**src/rtl/strobe_pkg.sv**
```systemverilog
package strobe_pkg;

  typedef enum logic [1:0] {
    ACC_INT  = 2'd0,
    ACC_CODE = 2'd1,
    ACC_DATA = 2'd2,
    ACC_RSVD = 2'd3
  } acc_kind_e;

  typedef struct packed {
    acc_kind_e kind;
    logic      xmem;
    logic      ext;
  } cyc_info_t;

  localparam cyc_info_t CYC_IDLE = '{kind: ACC_INT, xmem: 1'b0, ext: 1'b0};

endpackage

```
**src/rtl/strobe_phase_ctr.sv**
```systemverilog
module strobe_phase_ctr #(
  parameter int HALF_CLKS = 6,
  parameter int HALVES    = 2,
  localparam int SLOT_W   = $clog2(HALF_CLKS),
  localparam int HALF_W   = (HALVES > 1) ? $clog2(HALVES) : 1
) (
  input  logic              clk,
  input  logic              rst,
  output logic [SLOT_W-1:0] slot,
  output logic [HALF_W-1:0] half,
  output logic              cycle_end
);

  localparam logic [SLOT_W-1:0] SLOT_LAST = SLOT_W'(HALF_CLKS - 1);
  localparam logic [HALF_W-1:0] HALF_LAST = HALF_W'(HALVES - 1);

  logic slot_wrap;
  assign slot_wrap = (slot == SLOT_LAST);
  assign cycle_end = slot_wrap && (half == HALF_LAST);

  always_ff @(posedge clk) begin
    if (rst) begin
      slot <= '0;
      half <= '0;
    end else begin
      slot <= slot_wrap ? '0 : slot + 1'b1;
      if (slot_wrap) half <= (half == HALF_LAST) ? '0 : half + 1'b1;
    end
  end

  // a half always advances only after its last slot
  assert_half_step_R2: assert property (@(posedge clk) disable iff (rst)
    !slot_wrap |=> $stable(half));

endmodule

```
**src/rtl/strobe_cfg_reg.sv**
```systemverilog
module strobe_cfg_reg #(
  parameter int CFG_W   = 8,
  parameter int DIS_BIT = 0
) (
  input  logic             clk,
  input  logic             rst,
  input  logic             we,
  input  logic [CFG_W-1:0] wdata,
  output logic             ale_dis
);

  always_ff @(posedge clk) begin
    if (rst)     ale_dis <= 1'b0;
    else if (we) ale_dis <= wdata[DIS_BIT];
  end

  assert_dis_reset_R10: assert property (@(posedge clk) disable iff (rst)
    $past(rst) |-> !ale_dis);

  assert_dis_hold_R10: assert property (@(posedge clk) disable iff (rst)
    !we |=> $stable(ale_dis));

endmodule

```
**src/rtl/strobe_cycle_latch.sv**
```systemverilog
module strobe_cycle_latch
  import strobe_pkg::*;
(
  input  logic      clk,
  input  logic      rst,
  input  logic      cycle_end,
  input  cyc_info_t nxt,
  output cyc_info_t cur
);

  always_ff @(posedge clk) begin
    if (rst)            cur <= CYC_IDLE;
    else if (cycle_end) cur <= nxt;
  end

  assert_cycle_hold_R9: assert property (@(posedge clk) disable iff (rst)
    !cycle_end |=> $stable(cur));

endmodule

```
**src/rtl/strobe_gen.sv**
```systemverilog
module strobe_gen
  import strobe_pkg::*;
#(
  parameter int HALF_CLKS  = 6,
  parameter int PULSE_CLKS = 2,
  parameter int PSEN_START = 3,
  parameter int CFG_W      = 8,
  parameter int DIS_BIT    = 0
) (
  input  logic             clk,
  input  logic             rst,
  input  logic [1:0]       acc_kind,
  input  logic             xmem_op,
  input  logic             ext_exec,
  input  logic             cfg_we,
  input  logic [CFG_W-1:0] cfg_wdata,
  output logic             ale,
  output logic             psen_n,
  output logic             ale_weak
);

  localparam int HALVES = 2;
  localparam int SLOT_W = $clog2(HALF_CLKS);
  localparam int HALF_W = $clog2(HALVES);
  localparam logic [SLOT_W-1:0] ALE_END  = SLOT_W'(PULSE_CLKS);
  localparam logic [SLOT_W-1:0] PSEN_BEG = SLOT_W'(PSEN_START);
  localparam logic [SLOT_W-1:0] PSEN_END = SLOT_W'(PSEN_START + PULSE_CLKS);

  logic [SLOT_W-1:0] slot;
  logic [HALF_W-1:0] half;
  logic              cycle_end;
  logic              ale_dis;
  cyc_info_t         nxt, cur;

  strobe_phase_ctr #(.HALF_CLKS(HALF_CLKS), .HALVES(HALVES)) u_phase (
    .clk(clk), .rst(rst), .slot(slot), .half(half), .cycle_end(cycle_end)
  );

  strobe_cfg_reg #(.CFG_W(CFG_W), .DIS_BIT(DIS_BIT)) u_cfg (
    .clk(clk), .rst(rst), .we(cfg_we), .wdata(cfg_wdata), .ale_dis(ale_dis)
  );

  assign nxt = '{kind: acc_kind_e'(acc_kind), xmem: xmem_op, ext: ext_exec};

  strobe_cycle_latch u_latch (
    .clk(clk), .rst(rst), .cycle_end(cycle_end), .nxt(nxt), .cur(cur)
  );

  // Per-half strobe permission: the data cycle gives up its second address
  // pulse and both code strobes.
  logic [HALVES-1:0] half_ale_ok, half_psen_ok;
  for (genvar h = 0; h < HALVES; h++) begin : g_half
    assign half_ale_ok[h]  = !((cur.kind == ACC_DATA) && (h == HALVES - 1));
    assign half_psen_ok[h] = (cur.kind == ACC_CODE);
  end

  logic ale_en, ale_slot, psen_slot, ale_d, psen_d;
  always_comb begin
    ale_en    = !ale_dis || cur.ext || cur.xmem;
    ale_slot  = (slot < ALE_END);
    psen_slot = (slot >= PSEN_BEG) && (slot < PSEN_END);
    ale_d     = ale_en && ale_slot && half_ale_ok[half];
    psen_d    = psen_slot && half_psen_ok[half];
  end

  always_ff @(posedge clk) begin
    if (rst) begin
      ale      <= 1'b0;
      psen_n   <= 1'b1;
      ale_weak <= 1'b0;
    end else begin
      ale      <= ale_d;
      psen_n   <= !psen_d;
      ale_weak <= !ale_en;
    end
  end

  assert_data_skip_R3: assert property (@(posedge clk) disable iff (rst)
    ($past(cur.kind) == ACC_DATA && $past(half) == HALF_W'(HALVES - 1)) |-> !ale);

  assert_strobe_excl_R4: assert property (@(posedge clk) disable iff (rst)
    !(ale && !psen_n));

  assert_int_no_psen_R5: assert property (@(posedge clk) disable iff (rst)
    ($past(cur.kind) == ACC_INT) |-> psen_n);

  assert_data_no_psen_R6: assert property (@(posedge clk) disable iff (rst)
    ($past(cur.kind) == ACC_DATA) |-> psen_n);

  assert_weak_quiet_R7: assert property (@(posedge clk) disable iff (rst)
    ale_weak |-> !ale);

  assert_ext_override_R8: assert property (@(posedge clk) disable iff (rst)
    ($past(cur.ext) || $past(cur.xmem)) |-> !ale_weak);

endmodule

```
**config.mk**
```make
export PLATFORM = sky130hd
export DESIGN_NAME = strobe_gen
export DESIGN_NICKNAME = d
export VERILOG_FILES = /design/src/rtl/strobe_pkg.sv /design/src/rtl/strobe_phase_ctr.sv /design/src/rtl/strobe_cfg_reg.sv /design/src/rtl/strobe_cycle_latch.sv /design/src/rtl/strobe_gen.sv
export SDC_FILE = /design/constraint.sdc
export NUM_CORES = 1
export LEC_CHECK = 0
export ABC_AREA = 0
export BUFFER_PORTS_ARGS = -buffer_cell sky130_fd_sc_hd__clkbuf_2
export CORE_UTILIZATION = 35
export CTS_BUF_LIST = sky130_fd_sc_hd__clkbuf_8
export CTS_CLUSTER_SIZE = 10
export DETAILED_ROUTE_END_ITERATION = 6
export PLACE_DENSITY = 0.62
export SLEW_MARGIN = 0
export SYNTH_ARGS = -nofsm -noshare
export SYNTH_HDL_FRONTEND = slang
export SYNTH_SLANG_ARGS = --single-unit
```
**constraint.sdc**
```tcl
create_clock -name clk -period 3.3 [get_ports clk]
set_input_delay 0.33 -clock clk [delete_from_list [all_inputs] [get_ports clk]]
set_output_delay 0.33 -clock clk [all_outputs]
set_load 0.05 [all_outputs]
```
==> reports/metrics.yaml, run 1 <==
status:
  outcome: "complete, no violations"
sta:
  finalSetupTns_ps: 0
  clock_skew_ps: 0.511
  timing.fmax_mhz: 735
  fin_crit_ps: 1360
  rsz0062_at_grt: "false"
  finalSetupViolCount: 0
  setup_ws_ps: 1940
  worst_pin_slew_ps: 273
  hold_viol: 0
  fin_crit_sh: 0.412
  hold_ws_ps: 338
  slew_headroom: 0.819
  slew_viol_final: 0
cts:
  postCtsHoldBufs: 0
  cts_tree: "built"
  root_buffer: "clkbuf_8"
  insertion_delay_ps: 230
  clockBufferDepth: 2
  htreeDepth: 1
  cts.reportedPaths.clkPinSlew_ps: 50
  cts_made_buffers: 3
  cts_sinks: 12
  post-cts-setup-buffers: 0
  cts_resized: 0
critical_path:
  critPathSlowestCell: "or4b_1"
  crit_top_cell: "ha_1"
  r2r_cells: 4
  worstSetupStartpointType: "register"
  slowest_delay_ps: 500
  worstPathRequired_ps: 3410
  critical-path-top-delay-family: "simple AND/OR/NAND/NOR gates"
  r2r-end: "psen_n"
  end_kind: "register"
  critical_path.cell_chain: "ha_1 -> ha_1 -> a211oi_1 -> or4b_1"
  worstPathArrival_ps: 1470
  r2r_slack_ps: 1940
  worstSetupPathType: "register to register"
  cp_max_fo: 5
  cp.depth: 4
  r2r-start: "u_phase.slot[1]"
  crit_buf_inv: 0
final_layout:
  mostFrequentLayoutCells: "dfxtp_1, clkbuf_2, nand2b_1"
  multi_input_area_um2: 243
  regArea_um2: 240
  diodes: 0
  nets: 80
  syn2layout_area_growth_pct: 20.1
  n_fill_cell: 133
  final_layout_size_suffix_gt1_frac: 0.267
  final_common_cell: "dfxtp_1"
global_route:
  antenna_found_initial: 0
  overflow: 0
  grt_first_pass_wirelength_mm: 1.21
  grt_max_degree: 14
  grt_pass1_vias: 307
  grtUsageTotal: 0.118
route:
  dr.pass1.iters: 2
  totalWireLength_um: 735
  via_per_inst: 4.63
  top_layer: "met3"
  vias: 347
  wl_met3_um: 19
  first_iter_violations: 2
  ant_nets: 0
  wl_met1_um: 375
  wl_per_cell_um: 9.80
  met2_wirelength_um: 340
  drc: 0
logic_synthesis:
  syn-num-nets: 67
  ys_seq_area_frac: 0.478
  ys_types: 20
  syn_area_um2: 503
  ys.warnings.count: 0
  avgSynthCellArea_um2: 10.3
  ys_ff_latch: 12
  synthCells: 49
floorplanning:
  die_h_um: 39.9
  io_pins: 18
  core_mm2: 0.00132
  initial_core_util: 0.382
  die_area_mm2: 0.00159
  rows: 13
  die_w_um: 39.9
worst_hold_path:
  holdPathStages: 3
  hold_start: "cfg_wdata[0]"
  min_to: "u_cfg.ale_dis"
  min_path_type: "input port to register"
power_and_ir_drop:
  power.total_mw: 0.318
  ir_drop_v: 0.000272
  power.density_mw_per_mm2: 526
  p_leak_nw: 0.254
job:
  cap_violations: 0
place:
  place_ws_ps: 1930
  routabilityCongestion: 0.618
  port_buffers: 10
Yosys cell counts (all sizes together):
| cell | number | area, µm² |
|---|---|---|
| dfxtp | 12 | 240 |
| nand2b | 8 | 50.1 |
| mux2i | 5 | 50.1 |
| nor2 | 4 | 15.0 |
| ha | 3 | 37.5 |
| inv | 3 | 11.3 |
| clkbuf | 2 | 8.75 |
| a211oi | 1 | 7.51 |
| a21bo | 1 | 10.0 |
| a21o | 1 | 8.76 |
| a21oi | 1 | 5.00 |
| a311oi | 1 | 8.76 |
| and3 | 1 | 7.51 |
| nand3b | 1 | 7.51 |
| nor2b | 1 | 6.26 |
| nor3b | 1 | 7.51 |
| o21ai | 1 | 5.00 |
| or3 | 1 | 6.26 |
| or4b | 1 | 10.0 |
kinds of logic after synthesis:
kind of cell | count (synthesis) | share of synthesized area
flops | 12 | 0.478
mux | 5 | 0.0995
compound gates | 6 | 0.0895
fa+ha+maj | 3 | 0.0746
simple gates | 18 | 0.219
buf+inv | 5 | 0.0398
cell type report:
| type | count | area share |
|---|---|---|
| Multi-Input combinational cell | 32 | 0.402 |
| Sequential cell | 12 | 0.398 |
| Timing Repair Buffer | 10 | 0.0828 |
| Clock buffer | 3 | 0.0683 |
| Tap cell | 15 | 0.0311 |
| Inverter | 3 | 0.0186 |
worst max-delay path by stage:
stage	to	slack, ps	startpoint
global route	psen_n	1840	u_phase.slot[0]
global placement	psen_n	1930	u_phase.slot[0]
detailed placement	psen_n	1930	u_phase.slot[0]
finish	psen_n	1940	u_phase.slot[1]
floorplan	psen_n	2010	u_phase.slot[0]
CTS	psen_n	1920	u_phase.slot[0]
worst min-delay path: stages:
cell	delay (ps)
clkbuf_2	70
mux2i_1	50
nor2_1	80
routing by layer:
layer  vias up  track usage
li1        188            -
met1       156        0.144
met2         3        0.177
met3         0       0.0511
met4         0       0.0517
met5         -            0
flip-flops by register name, indices dropped and copies added (netlist names):
name	cells
ale	1
u_cfg.ale_dis	1
u_phase.half	1
ale_weak	1
u_phase.slot	3
u_latch.cur	4
psen_n	1
report_power, final:
part	internal, mW	switching [mW]	leakage, nW
combinational	0.0143	0.0179	0.134
clock	0.0800	0.0481	0.0216
sequential	0.152	0.00568	0.0980
total	0.246	0.0717	0.254
per-stage QoR:
| step | util | cell area [µm²] | std cells |
|---|---|---|---|
| finish | 0.459 | 604 | 75 |
| floorplan | - | 503 | 49 |
| global placement | 0.427 | 563 | 72 |
| detailed placement | 0.427 | 563 | 72 |
| global route | 0.459 | 604 | 75 |
| CTS | 0.459 | 604 | 75 |
(Power assumes the default switching activity.)
==> run 2: changes to the inputs <==
ABC_AREA = 1   (was 0)
clock period = 1.31 ns   (was 3.3 ns; I/O delays follow)
==> run 2 against run 1 <==
Clock skew grew 0.85 ps; power grew 150%; sequential cell count is the same; final cell count grew 21%; critical path type unchanged.
==> reports/metrics.yaml, run 2 <==
route:
  vias: 393
  first_iter_violations: 5
  dr.pass1.iters: 2
  via_per_inst: 4.32
  ant_nets: 0
  wl_per_cell_um: 7.71
  drc: 0
  totalWireLength_um: 702
power_and_ir_drop:
  p_leak_nw: 0.299
  power.density_mw_per_mm2: 1330
  ir_drop_v: 0.000940
place:
  port_buffers: 10
  hpwl_um: 538
  routabilityCongestion: 0.678
  place_inst: 88
sta:
  slew_headroom: 0.818
  hold_viol: 0
  fin_crit_sh: 0.830
  worst_pin_slew_ps: 274
  rsz0062_at_grt: "false"
  clock_skew_ps: 1.36
  timing.fmax_mhz: 920
  fin_crit_ps: 1090
  finalSetupViolCount: 0
  finalSetupTns_ps: 0
  slew_viol_final: 0
status:
  outcome: "complete, no violations"
global_route:
  antenna_found_initial: 0
  grtUsageTotal: 0.106
  grt_max_degree: 10
  grt_first_pass_wirelength_mm: 1.00
  grt_pass1_vias: 237
  overflow: 0
floorplanning:
  rows: 13
  die_area_mm2: 0.00157
  io_pins: 18
  core_mm2: 0.00130
  die_h_um: 39.6
  die_w_um: 39.6
  initial_core_util: 0.380
logic_synthesis:
  synthCells: 64
  ys_types: 13
  synth_common_cells: "nor2_1, nand2_1, dfxtp_1"
  synthArstFlopShare: 0
  ys_top_cells_by_area: "dfxtp_1, nor2_1, nand2_1, ha_1, inv_1"
  ys.warnings.count: 0
  yosysTopAreaCell: "dfxtp_1"
  synth_edf_count: 0
  avgSynthCellArea_um2: 7.72
  syn-num-nets: 82
  synth-main-ff-cell: "dfxtp_1"
  ys_ff_latch: 12
  synth_most_common_cell: "nor2_1"
  syn_area_um2: 494
  synth_top_cell_area_share: 0.486
  ys_seq_area_frac: 0.486
worst_hold_path:
  min_path_type: "input port to register"
  holdPathStages: 2
final_layout:
  regArea_um2: 240
  nets: 96
  syn2layout_area_growth_pct: 20.0
  diodes: 0
  final_util: 0.456
  multi_input_area_um2: 213
  n_fill_cell: 137
  regMostFlops: "u_latch.cur"
  final_layout_size_suffix_gt1_frac: 0.197
  largestRegisters: "u_latch.cur x4, u_phase.slot x3"
  final_common_cell: "nor2_1"
  largest_register_ffs: 4
  finalNonFillerCells: 91
  mostFrequentLayoutCells: "nor2_1, nand2_1, dfxtp_1"
cts:
  cts_resized: 0
  post-cts-setup-buffers: 0
  root_buffer: "clkbuf_8"
  insertion_delay_ps: 230
  cts_tree: "built"
  cts.reportedPaths.clkPinSlew_ps: 50
  cts_sinks: 12
  cts_made_buffers: 3
  postCtsHoldBufs: 0
  clockBufferDepth: 2
  htreeDepth: 1
critical_path:
  r2r_cells: 6
  worstPathArrival_ps: 1220
  worstPathRequired_ps: 1440
  cp_max_fo: 9
  end_kind: "register"
  worstSetupStartpointType: "register"
  worstSetupPathType: "register to register"
job:
  cap_violations: 0
-- run 2: logic make-up (layout without fill, tap and decap cells) --
kind of cell / after synthesis / count (layout) / share of synthesized area
simple gates: 36 / 36 / 0.314
flops: 12 / 12 / 0.486
buf+inv: 9 / 21 / 0.0835
compound gates: 4 / 4 / 0.0405
fa+ha+maj: 3 / 3 / 0.0760
-- run 2: path summary, 6_finish.rpt --
check / slack, ps / start / end
setup / recovery: 220 / u_phase.slot[1] / u_latch.cur[0]
hold / removal: 90 / cfg_we / u_cfg.ale_dis
setup reg to reg: 220 / u_phase.slot[1] / u_latch.cur[0]
hold reg to reg: 440 / u_latch.cur[0] / ale_weak
-- run 2: critical path, cell delays in order, from the launching register on --
cell and delay [ps]:
dfxtp_1 390, inv_1 60, ha_1 230, nand3_4 150, nand2_1 70, nand2_1 50
nor2_1 30
-- run 2: per-layer routing --
layer	share of wire	vias up	global-route usage
li1	-	221	-
met1	0.52	160	0.134
met2	0.39	10	0.111
met3	0.073	2	0.0852
met4	0.017	0	0.0776
met5	0	-	0
-- run 2: per-stage QoR --
step / setup WS, ps / power, mW / hold slack (ps) / area, µm²
after global placement: 240 / 0.483 / 327 / 552
after global routing: 117 / 0.837 / 95.2 / 593
after CTS: 217 / 0.807 / 84.8 / 593
final: 223 / 0.791 / 90.6 / 593
after detailed placement: 227 / 0.485 / 334 / 552
after floorplan: 319 / 0.464 / 208 / 494
-- run 2: final cells by class --
class | instances | share of cell area
clock buffer | 3 | 0.0696
inverter | 8 | 0.0506
multi-input combinational | 43 | 0.359
sequential | 12 | 0.405
tap | 15 | 0.0316
timing repair buffer | 10 | 0.0844
-- run 2: power by group --
part	switching (mW)	internal, mW
combinational	0.0495	0.0284
sequential	0.0156	0.383
clock	0.114	0.201
==> run 3: changes to the inputs <==
clock period = 1.01 ns   (was 1.31 ns; I/O delays follow)
==> run 3 against run 2 <==
Routed wire length increased by 19%; global-route usage grew 1.2 points; design area increased by 11%; critical path depth decreased by 1; sequential power is 31% higher; highest routed layer is now met3.
==> reports/metrics.yaml, run 3 (synthesis results as in run 2) <==
power_and_ir_drop:
  power_switching_mw: 0.253
  switching_share: 0.236
  combPwrFrac: 0.127
  power.density_mw_per_mm2: 1620
  power.total_mw: 1.07
  p_int_mw: 0.818
  ir_drop_v: 0.000939
  clockPowerShare: 0.386
  p_leak_nw: 0.314
  p_seq_frac: 0.487
cts:
  root_buffer: "clkbuf_8"
  postCtsHoldBufs: 0
  cts_made_buffers: 3
  cts_tree: "built"
  clockBufferDepth: 2
  htreeDepth: 1
  cts.reportedPaths.clkPinSlew_ps: 50
  post-cts-setup-buffers: 0
  insertion_delay_ps: 230
  cts_sinks: 12
job:
  cap_violations: 0
sta:
  finalSetupTns_ps: 0
  timing.fmax_mhz: 1010
  finalSetupViolCount: 0
  fin_crit_sh: 0.984
  slew_headroom: 0.818
  setup_ws_ps: 15.8
  clock_skew_ps: 1.30
  rsz0062_at_grt: "true"
  slew_viol_final: 0
  worst_pin_slew_ps: 274
  fin_crit_ps: 994
  hold_viol: 0
floorplanning:
  initial_core_util: 0.380
  core_mm2: 0.00130
  die_area_mm2: 0.00157
  io_pins: 18
  die_w_um: 39.6
  die_h_um: 39.6
  rows: 13
route:
  first_iter_violations: 7
  totalWireLength_um: 836
  wl_per_cell_um: 8.80
  dr.pass1.iters: 4
  vias: 428
  drc: 0
  ant_nets: 0
  via_per_inst: 4.51
worst_hold_path:
  min_path_type: "input port to register"
critical_path:
  worstSetupPathType: "register to register"
  critical-path-top-delay-family: "flip-flops"
  critical_path.cell_chain: "inv_1 -> ha_4 -> nand3_2 -> nor2_1 -> nor2_1"
  crit_top_cell: "nor2_1"
  worstSetupStartpointType: "register"
  crit_buf_inv: 1
  worstPathRequired_ps: 1140
  slowest_delay_ps: 340
  cp_max_fo: 4
  critPathSlowestCell: "dfxtp_2"
  worstPathArrival_ps: 1120
  end_kind: "register"
place:
  place_ws_ps: -39.0
  port_buffers: 10
  hpwl_um: 592
  routabilityCongestion: 0.652
  place_inst: 91
status:
  outcome: "complete, no violations"
final_layout:
  mostFrequentLayoutCells: "nor2_1, nand2_1, clkbuf_2"
  finalNonFillerCells: 95
  n_fill_cell: 145
  largest_register_ffs: 4
  syn2layout_area_growth_pct: 33.4
  regMostFlops: "u_latch.cur"
  final_layout_size_suffix_gt1_frac: 0.313
  diodes: 0
  largestRegisters: "u_latch.cur x4, u_phase.slot x3"
  final_common_cell: "nor2_1"
  nets: 100
global_route:
  grtUsageTotal: 0.118
  grt_first_pass_wirelength_mm: 1.19
  antenna_found_initial: 0
  overflow: 0
  grt_max_degree: 10
  grt_pass1_vias: 311
run 3: cell types whose count changed in the layout (fill, tap and decap cells not counted):
cell     change
buf_4        +3
dfxtp_1      -3
dfxtp_2      +2
dfxtp_4      +1
ha_1         -3
ha_2         +1
ha_4         +2
nand3_2      +1
run 3: repair_timing:
item,4_1_cts,5_1_grt
hold endpoints to repair,0,0
resized for setup,2,7
gates cloned,0,1
pin swaps,0,2
endpoints found under the setup margin,6,6
run 3: path summary, 6_finish.rpt:
| path | slack [ps] | from | to | cells after the start |
|---|---|---|---|---|
| worst max register to register | 20 | u_phase.slot[1] | u_latch.cur[0] | 5 |
| worst max-delay path | 20 | u_phase.slot[1] | u_latch.cur[0] | 5 |
| worst min-delay path | 70 | cfg_we | u_cfg.ale_dis | 2 |
| worst min register to register | 450 | u_latch.cur[0] | ale_weak | 1 |
run 3: cell type report:
type	instances	area, µm²	share of cell area
Tap cell	15	18.8	0.0285
Multi-Input combinational cell	44	250	0.380
Sequential cell	12	246	0.374
Timing Repair Buffer	13	72.6	0.110
Clock buffer	3	41.3	0.0626
Inverter	8	30.0	0.0455
run 3: power by group through the flow:
stage	Clock, mW	Combinational, mW	Sequential (mW)
finish	0.414	0.136	0.521
global route	0.454	0.155	0.525
global placement	0	0.119	0.522
CTS	0.434	0.124	0.514
floorplan	0	0.0586	0.543
detailed placement	0	0.122	0.523
run 3: per-layer routing:
metal / vias up / track usage / routed length [µm]
met2: 16 / 0.156 / 367
met5: - / 0 / 0
met4: 0 / 0.0259 / 0
met1: 181 / 0.150 / 397
met3: 0 / 0.0852 / 71
li1: 231 / - / -
run 3: per-stage QoR:
step                 util  instance area [µm²]  hold WS, ps
floorplan               -                  494          178
global placement    0.441                  574          298
detailed placement  0.441                  574          315
CTS                 0.476                  619         63.9
global route        0.507                  659         69.4
finish              0.507                  659         69.1
